### src/rtl/bf_pkg.sv
package bf_pkg;

  // Line index of the upper input of pair k in a column resolving bit b:
  // the pair number with a zero inserted at position b.
  function automatic int upper_line(input int k, input int b);
    return ((k >> b) << (b + 1)) | (k & ((1 << b) - 1));
  endfunction

  // Lower input of the same pair: the upper line with bit b set.
  function automatic int lower_line(input int k, input int b);
    return upper_line(k, b) + (1 << b);
  endfunction

endpackage

### src/rtl/bf_rst_sync.sv
module bf_rst_sync (
  input  logic clk_i,
  input  logic rst_ni,
  output logic rst_no
);

  logic [1:0] sync_q;

  always_ff @(posedge clk_i or negedge rst_ni) begin
    if (!rst_ni) begin
      sync_q <= 2'b00;
    end else begin
      sync_q <= {sync_q[0], 1'b1};
    end
  end

  assign rst_no = sync_q[1];

endmodule

### src/rtl/bf_switch.sv
module bf_switch #(
  parameter int ADDR_W = 3,
  parameter int DATA_W = 16,
  parameter int BIT    = 0
) (
  input  logic              up_v_i,
  input  logic [ADDR_W-1:0] up_dst_i,
  input  logic [ADDR_W-1:0] up_src_i,
  input  logic [DATA_W-1:0] up_dat_i,
  input  logic              lo_v_i,
  input  logic [ADDR_W-1:0] lo_dst_i,
  input  logic [ADDR_W-1:0] lo_src_i,
  input  logic [DATA_W-1:0] lo_dat_i,
  output logic              o0_v_o,
  output logic [ADDR_W-1:0] o0_dst_o,
  output logic [ADDR_W-1:0] o0_src_o,
  output logic [DATA_W-1:0] o0_dat_o,
  output logic              o1_v_o,
  output logic [ADDR_W-1:0] o1_dst_o,
  output logic [ADDR_W-1:0] o1_src_o,
  output logic [DATA_W-1:0] o1_dat_o,
  output logic              clash_o
);

  logic want_up, want_lo;
  logic o0_from_up, o0_from_lo, o1_from_up, o1_from_lo;

  // Request decode and fixed priority: the upper input claims first.
  always_comb begin
    want_up    = up_dst_i[BIT];
    want_lo    = lo_dst_i[BIT];
    o0_from_up = up_v_i & ~want_up;
    o1_from_up = up_v_i &  want_up;
    o0_from_lo = lo_v_i & ~want_lo & ~o0_from_up;
    o1_from_lo = lo_v_i &  want_lo & ~o1_from_up;
    clash_o    = lo_v_i & ~(o0_from_lo | o1_from_lo);
  end

  // Output steering.
  always_comb begin
    o0_v_o   = o0_from_up | o0_from_lo;
    o0_dst_o = o0_from_lo ? lo_dst_i : up_dst_i;
    o0_src_o = o0_from_lo ? lo_src_i : up_src_i;
    o0_dat_o = o0_from_lo ? lo_dat_i : up_dat_i;
    o1_v_o   = o1_from_up | o1_from_lo;
    o1_dst_o = o1_from_lo ? lo_dst_i : up_dst_i;
    o1_src_o = o1_from_lo ? lo_src_i : up_src_i;
    o1_dat_o = o1_from_lo ? lo_dat_i : up_dat_i;
  end

endmodule

### src/rtl/bf_stage.sv
module bf_stage #(
  parameter int NUM_PORTS = 8,
  parameter int ADDR_W    = 3,
  parameter int DATA_W    = 16,
  parameter int STG       = 0
) (
  input  logic                              clk_i,
  input  logic                              rst_ni,
  input  logic [NUM_PORTS-1:0]              v_i,
  input  logic [NUM_PORTS-1:0][ADDR_W-1:0]  dst_i,
  input  logic [NUM_PORTS-1:0][ADDR_W-1:0]  src_i,
  input  logic [NUM_PORTS-1:0][DATA_W-1:0]  dat_i,
  output logic [NUM_PORTS-1:0]              v_o,
  output logic [NUM_PORTS-1:0][ADDR_W-1:0]  dst_o,
  output logic [NUM_PORTS-1:0][ADDR_W-1:0]  src_o,
  output logic [NUM_PORTS-1:0][DATA_W-1:0]  dat_o,
  output logic [NUM_PORTS-1:0]              drop_src_o
);

  localparam int BIT   = ADDR_W - 1 - STG;
  localparam int PAIRS = NUM_PORTS / 2;

  logic              nxt_v   [NUM_PORTS];
  logic [ADDR_W-1:0] nxt_dst [NUM_PORTS];
  logic [ADDR_W-1:0] nxt_src [NUM_PORTS];
  logic [DATA_W-1:0] nxt_dat [NUM_PORTS];
  logic              drop_pair [PAIRS];
  logic [PAIRS-1:0]  drop_vec;

  // Column of switch elements, one per line pair differing in bit BIT.
  for (genvar k = 0; k < PAIRS; k++) begin : g_pair
    localparam int U = bf_pkg::upper_line(k, BIT);
    localparam int L = bf_pkg::lower_line(k, BIT);

    bf_switch #(
      .ADDR_W (ADDR_W),
      .DATA_W (DATA_W),
      .BIT    (BIT)
    ) u_switch (
      .up_v_i   (v_i[U]),
      .up_dst_i (dst_i[U]),
      .up_src_i (src_i[U]),
      .up_dat_i (dat_i[U]),
      .lo_v_i   (v_i[L]),
      .lo_dst_i (dst_i[L]),
      .lo_src_i (src_i[L]),
      .lo_dat_i (dat_i[L]),
      .o0_v_o   (nxt_v[U]),
      .o0_dst_o (nxt_dst[U]),
      .o0_src_o (nxt_src[U]),
      .o0_dat_o (nxt_dat[U]),
      .o1_v_o   (nxt_v[L]),
      .o1_dst_o (nxt_dst[L]),
      .o1_src_o (nxt_src[L]),
      .o1_dat_o (nxt_dat[L]),
      .clash_o  (drop_pair[k])
    );


    upper_keeps_low_chk: assert property (@(posedge clk_i) disable iff (!rst_ni)
      (v_i[U] && !dst_i[U][BIT]) |=> (v_o[U] && src_o[U] == $past(src_i[U])));

    upper_keeps_high_chk: assert property (@(posedge clk_i) disable iff (!rst_ni)
      (v_i[U] && dst_i[U][BIT]) |=> (v_o[L] && src_o[L] == $past(src_i[U])));
  end

  // Map each lost packet back to the source it came from.
  always_comb begin
    drop_src_o = '0;
    drop_vec   = '0;
    for (int k = 0; k < PAIRS; k++) begin
      drop_vec[k] = drop_pair[k];
      if (drop_pair[k]) begin
        drop_src_o[src_i[bf_pkg::lower_line(k, BIT)]] = 1'b1;
      end
    end
  end

  // Column register; payload fields load only when a packet is present.
  always_ff @(posedge clk_i or negedge rst_ni) begin
    if (!rst_ni) begin
      v_o   <= '0;
      dst_o <= '0;
      src_o <= '0;
      dat_o <= '0;
    end else begin
      for (int i = 0; i < NUM_PORTS; i++) begin
        v_o[i] <= nxt_v[i];
        if (nxt_v[i]) begin
          dst_o[i] <= nxt_dst[i];
          src_o[i] <= nxt_src[i];
          dat_o[i] <= nxt_dat[i];
        end
      end
    end
  end


  for (genvar i = 0; i < NUM_PORTS; i++) begin : g_line
    localparam logic [ADDR_W-1:0] IDX = ADDR_W'(i);

    line_high_bits_chk: assert property (@(posedge clk_i) disable iff (!rst_ni)
      v_o[i] |-> (dst_o[i][ADDR_W-1:BIT] == IDX[ADDR_W-1:BIT]));
    if (BIT > 0) begin : g_low

      line_low_bits_chk: assert property (@(posedge clk_i) disable iff (!rst_ni)
        v_o[i] |-> (src_o[i][BIT-1:0] == IDX[BIT-1:0]));
    end
  end


  packet_count_chk: assert property (@(posedge clk_i) disable iff (!rst_ni)
    $past(rst_ni) |-> ($countones(v_o) ==
      $past($countones(v_i)) - $past($countones(drop_vec))));

endmodule

### src/rtl/butterfly_net.sv
module butterfly_net #(
  parameter  int NUM_PORTS = 8,
  parameter  int DATA_W    = 16,
  localparam int ADDR_W    = $clog2(NUM_PORTS)
) (
  input  logic                             clk_i,
  input  logic                             rst_ni,
  input  logic [NUM_PORTS-1:0]             in_valid_i,
  input  logic [NUM_PORTS-1:0][ADDR_W-1:0] in_dest_i,
  input  logic [NUM_PORTS-1:0][DATA_W-1:0] in_data_i,
  output logic [NUM_PORTS-1:0]             blocked_o,
  output logic [NUM_PORTS-1:0]             out_valid_o,
  output logic [NUM_PORTS-1:0][ADDR_W-1:0] out_src_o,
  output logic [NUM_PORTS-1:0][DATA_W-1:0] out_data_o
);

  localparam int STAGES = ADDR_W;

  logic rst_n;

  logic [NUM_PORTS-1:0]             lane_v   [STAGES+1];
  logic [NUM_PORTS-1:0][ADDR_W-1:0] lane_dst [STAGES+1];
  logic [NUM_PORTS-1:0][ADDR_W-1:0] lane_src [STAGES+1];
  logic [NUM_PORTS-1:0][DATA_W-1:0] lane_dat [STAGES+1];
  logic [NUM_PORTS-1:0]             lane_drop [STAGES];
  logic [NUM_PORTS-1:0][ADDR_W-1:0] src_tag;
  logic [NUM_PORTS-1:0]             blk_any;

  bf_rst_sync u_rst_sync (
    .clk_i  (clk_i),
    .rst_ni (rst_ni),
    .rst_no (rst_n)
  );

  // Each packet enters tagged with the number of its source.
  always_comb begin
    for (int p = 0; p < NUM_PORTS; p++) begin
      src_tag[p] = ADDR_W'(p);
    end
  end

  assign lane_v[0]   = in_valid_i;
  assign lane_dst[0] = in_dest_i;
  assign lane_src[0] = src_tag;
  assign lane_dat[0] = in_data_i;

  for (genvar s = 0; s < STAGES; s++) begin : g_stage
    bf_stage #(
      .NUM_PORTS (NUM_PORTS),
      .ADDR_W    (ADDR_W),
      .DATA_W    (DATA_W),
      .STG       (s)
    ) u_stage (
      .clk_i      (clk_i),
      .rst_ni     (rst_n),
      .v_i        (lane_v[s]),
      .dst_i      (lane_dst[s]),
      .src_i      (lane_src[s]),
      .dat_i      (lane_dat[s]),
      .v_o        (lane_v[s+1]),
      .dst_o      (lane_dst[s+1]),
      .src_o      (lane_src[s+1]),
      .dat_o      (lane_dat[s+1]),
      .drop_src_o (lane_drop[s])
    );
  end

  // Blocked flags gathered from all columns, quiet while in reset.
  always_comb begin
    blk_any = '0;
    for (int s = 0; s < STAGES; s++) begin
      blk_any = blk_any | lane_drop[s];
    end
    blocked_o = rst_n ? blk_any : '0;
  end

  assign out_valid_o = lane_v[STAGES];
  assign out_src_o   = lane_src[STAGES];
  assign out_data_o  = lane_dat[STAGES];

  for (genvar p = 0; p < NUM_PORTS; p++) begin : g_port_chk

    port_matches_dest_chk: assert property (@(posedge clk_i) disable iff (!rst_n)
      lane_v[STAGES][p] |-> (lane_dst[STAGES][p] == ADDR_W'(p)));
  end


  always_comb begin
    if (!rst_n) begin

      quiet_in_reset_chk: assert (blocked_o == '0);
    end
  end

endmodule

### config.mk
export PLATFORM = sky130hd
export DESIGN_NAME = butterfly_net
export DESIGN_NICKNAME = d
export VERILOG_FILES = /design/src/rtl/bf_pkg.sv /design/src/rtl/bf_rst_sync.sv /design/src/rtl/bf_switch.sv /design/src/rtl/bf_stage.sv /design/src/rtl/butterfly_net.sv
export SDC_FILE = /design/constraint.sdc
export NUM_CORES = 1
export LEC_CHECK = 0
export ABC_AREA = 1
export ABC_CLOCK_PERIOD_IN_PS = 23900
export BUFFER_PORTS_ARGS = -buffer_cell sky130_fd_sc_hd__buf_2
export CAP_MARGIN = 20
export CORE_MARGIN = 1.5
export CORE_UTILIZATION = 30
export DETAILED_ROUTE_END_ITERATION = 7
export REMOVE_ABC_BUFFERS = 1
export SLEW_MARGIN = 20
export SYNTH_ARGS = -nofsm -noshare
export SYNTH_HDL_FRONTEND = slang
export SYNTH_SLANG_ARGS = --single-unit
### constraint.sdc
create_clock -name clk_i -period 23.9 [get_ports clk_i]
set_clock_uncertainty 0.05 [all_clocks]
set_input_delay 1.195 -clock clk_i [delete_from_list [all_inputs] [get_ports clk_i]]
set_output_delay 1.195 -clock clk_i [all_outputs]
set_load 0.02 [all_outputs]
==> metrics.txt <==
post-DP HPWL ~65000 µm; sequential share of the synthesized area between 50% and 60%; area grow syn2layout 19.8%; final setup fails 0; Initial DRC Count approximately 1900; Hold WC Path Type reg -> reg; worst r2r path cells 3; Critical Path AT 3.09 ns; critical path's slowest cell nand2_1; final worst path period need 4.34 ns; DR vias 19426; Sink Count 492; sw frac roughly 39%; Setup Crit Path Kind reg -> out; Filler cells approximately 7300; Critical path origin g_stage[1].u_stage.dst_o[6]; Starting Density between 30% and 40%; via/cell ratio approximately 5.1; peak supply drop 0.0599 mV; fraction of layout cells with a size suffix above 1 between 15 and 20%; reg2reg end g_stage[0].u_stage.dat_o[1]; Mapped Cells 2504; Pwr Total slightly below 3 mW; routed wirelength normalized by instance count around 22 µm; Hold Path Depth 0; Clock Pin Slew Worst Setup and Hold Paths about 0.06 ns; area occupied by multi-input gates just under 8000 µm²; FF-to-FF Start u_rst_sync.sync_q[1]; actual slew at the worst max-slew pin between 1 and 1.5 ns; CTS tree built; fin crit share roughly 18%; Initial DRT Pass Iterations 5; crit-path cells inv_1, nand2_1, nand2_1, nand3_1, nor2_1, nor2_1, nand2_1, nor2_1, nor2_1, buf_2; core area 70500 µm²; Logic pwr share around 27%; critical path endpoint category output port; P_leak between 10 and 15 nW; CTS resizes 0; die height 271 µm; largest net degree at the start of global routing roughly 170; Clock Power Share between 20% and 30%; FP Rows 97; P_sw 1.15 mW; Final nets roughly 3000; I/O pin count between 300 and 400; Die W about 270 µm; synthesized flop and latch total 492; critical-path maximum fanout 12; Cell Area, Synth approximately 21000 µm²; setup TNS 0 ns; Total GRT Usage a little under a quarter; vias in the first global route roughly 19000; PwrDens around 120 nW/µm²; Clock Root Buffer clkbuf_16; Most common cell on crit path nor2_1; Critical path buffers and inverters 2; total CTS buffers 54; routability cong. 0.913; distinct cell type count after synthesis 28; initial antenna violation count 7; unrepaired setup endpoints after global routing no; fmax ~230 MHz; Critical Path Start Type flip-flop; Final ANT Viol Nets 0; maximum clock insertion buffer count 3; r2r setup slk about 20 ns; Internal Power between 1.5 and 2 mW; Critical Path RT roughly 23 ns; DRC viols 0; Reg area ~12000 µm²; worst skew pair latency a little over 0.6 ns; CP peak stage delay approximately 0.48 ns; first-pass GRT wire length 125000 µm; pins over their slew limit 0; hold_sp u_rst_sync.sync_q[0]; setup bufs post-CTS 0; worst slew margin relative to its limit between 20% and 30%; power share of the sequential group a little over two fifths; Routed WL 85300 µm; Hold Buf Count CTS 0; CP top delay family simple AND/OR/NAND/NOR gates; grt ovf 0; CTS H-tree depth 2; outcome completed; Max-cap violations 0; final hold violations 0; full die area ~73000 µm²; Syn Area/Cell between 8 and 9 µm²; Hold Crit Endpoint u_rst_sync.sync_q[1]; Port-buffer cells around 330; warnings from Yosys 0
[cell type report]
type | count | area share (%)
Sequential cell | 492 | 47.9
Multi-Input combinational cell | 1695 | 30.5
Timing Repair Buffer | 334 | 6.59
Clock buffer | 79 | 6.05
Tap cell | 940 | 4.57
Inverter | 237 | 3.46
Clock inverter | 18 | 0.977
Antenna cell | 5 | 0.0486
[synthesized netlist by cell type (all sizes together)]
master | n | area (µm²)
buf | 69 | 408
inv | 205 | 769
or2 | 3 | 18.8
o21ai | 16 | 80.1
nand3b | 1 | 7.51
nand4 | 23 | 144
o221ai | 79 | 692
nand3 | 222 | 1120
conb | 1 | 3.75
o211ai | 164 | 1230
dfrtp | 492 | 12300
nor2 | 57 | 219
clkinv | 32 | 120
a21oi | 19 | 121
clkbuf | 11 | 41.3
nand2 | 1103 | 4160
nor3 | 3 | 15.0
o22ai | 4 | 25.0
[how the worst max path moves through the flow]
| stage | endpoint | slack (ns) | cells past startpoint |
|---|---|---|---|
| 2_1_floorplan | blocked_o[0] | 8.87 | 2 |
| 3_3_place_gp | blocked_o[7] | 19.91 | 9 |
| 3_5_place_dp | blocked_o[7] | 19.90 | 8 |
| 4_1_cts | blocked_o[7] | 19.60 | 8 |
| 5_1_grt | blocked_o[7] | 19.40 | 8 |
| 6_report | blocked_o[4] | 19.56 | 10 |
[registers in the layout, indices dropped and copies added (netlist names)]
register,cells
g_stage.u_stage.v_o,24
u_rst_sync.sync_q,2
g_stage.u_stage.dat_o,384
g_stage.u_stage.dst_o,24
g_stage.u_stage.src_o,58
[metrics by stage]
step           utilization, %  cells  hold WS, ns  setup slack (ns)  instance area [µm²]
2_1_floorplan               -   2424        0.281              8.87                21000
3_3_place_gp             33.9   3698        0.286             19.91                23900
3_5_place_dp             33.9   3698        0.286             19.90                23900
4_1_cts                  36.5   3795        0.300             19.60                25700
5_1_grt                  36.5   3797        0.320             19.40                25700
6_report                 36.5   3800        0.305             19.56                25700
[layout by cell type (no fill, tap or decap), types with 5 or more instances in the layout]
master     count
clkbuf_16     55
buf_2        329
o211ai_1     164
o21ai_0       14
nand4_1       23
bufinv_16      6
diode_2        5
clkbuf_8       9
nand3_1      221
a21oi_1       16
o221ai_1      79
dfrtp_1      491
clkinv_1      32
clkbuf_1      15
nand2_2        9
nand2_1     1094
clkinv_2       8
inv_2         18
inv_1        187
nor2_1        55
[routing by layer]
layer | track usage [%] | wire length, µm | vias to the layer above
met5 | 0 | 43 | -
met4 | 8.66 | 3270 | 8
met3 | 3.70 | 5520 | 143
met2 | 36.4 | 39300 | 750
met1 | 31.3 | 37200 | 9682
li1 | - | - | 8843
[power by group through the flow]
stage | Clock (mW) | Sequential, mW | Combinational (mW)
after detailed placement | 0 | 1.32 | 0.805
after global placement | 0 | 1.31 | 0.801
after floorplan | 0 | 1.35 | 0.338
after CTS | 0.878 | 1.30 | 0.808
after global routing | 0.906 | 1.32 | 0.878
final | 0.867 | 1.31 | 0.802
[logic make-up after synthesis]
group	Yosys count	share of synthesized area (%)
AOI/OAI and AO/OA	282	10.0
buffers and inverters	317	6.23
DFF	492	57.3
other	1	0.0175
and+or+nand+nor	1412	26.4
(Power assumes the default switching activity.)
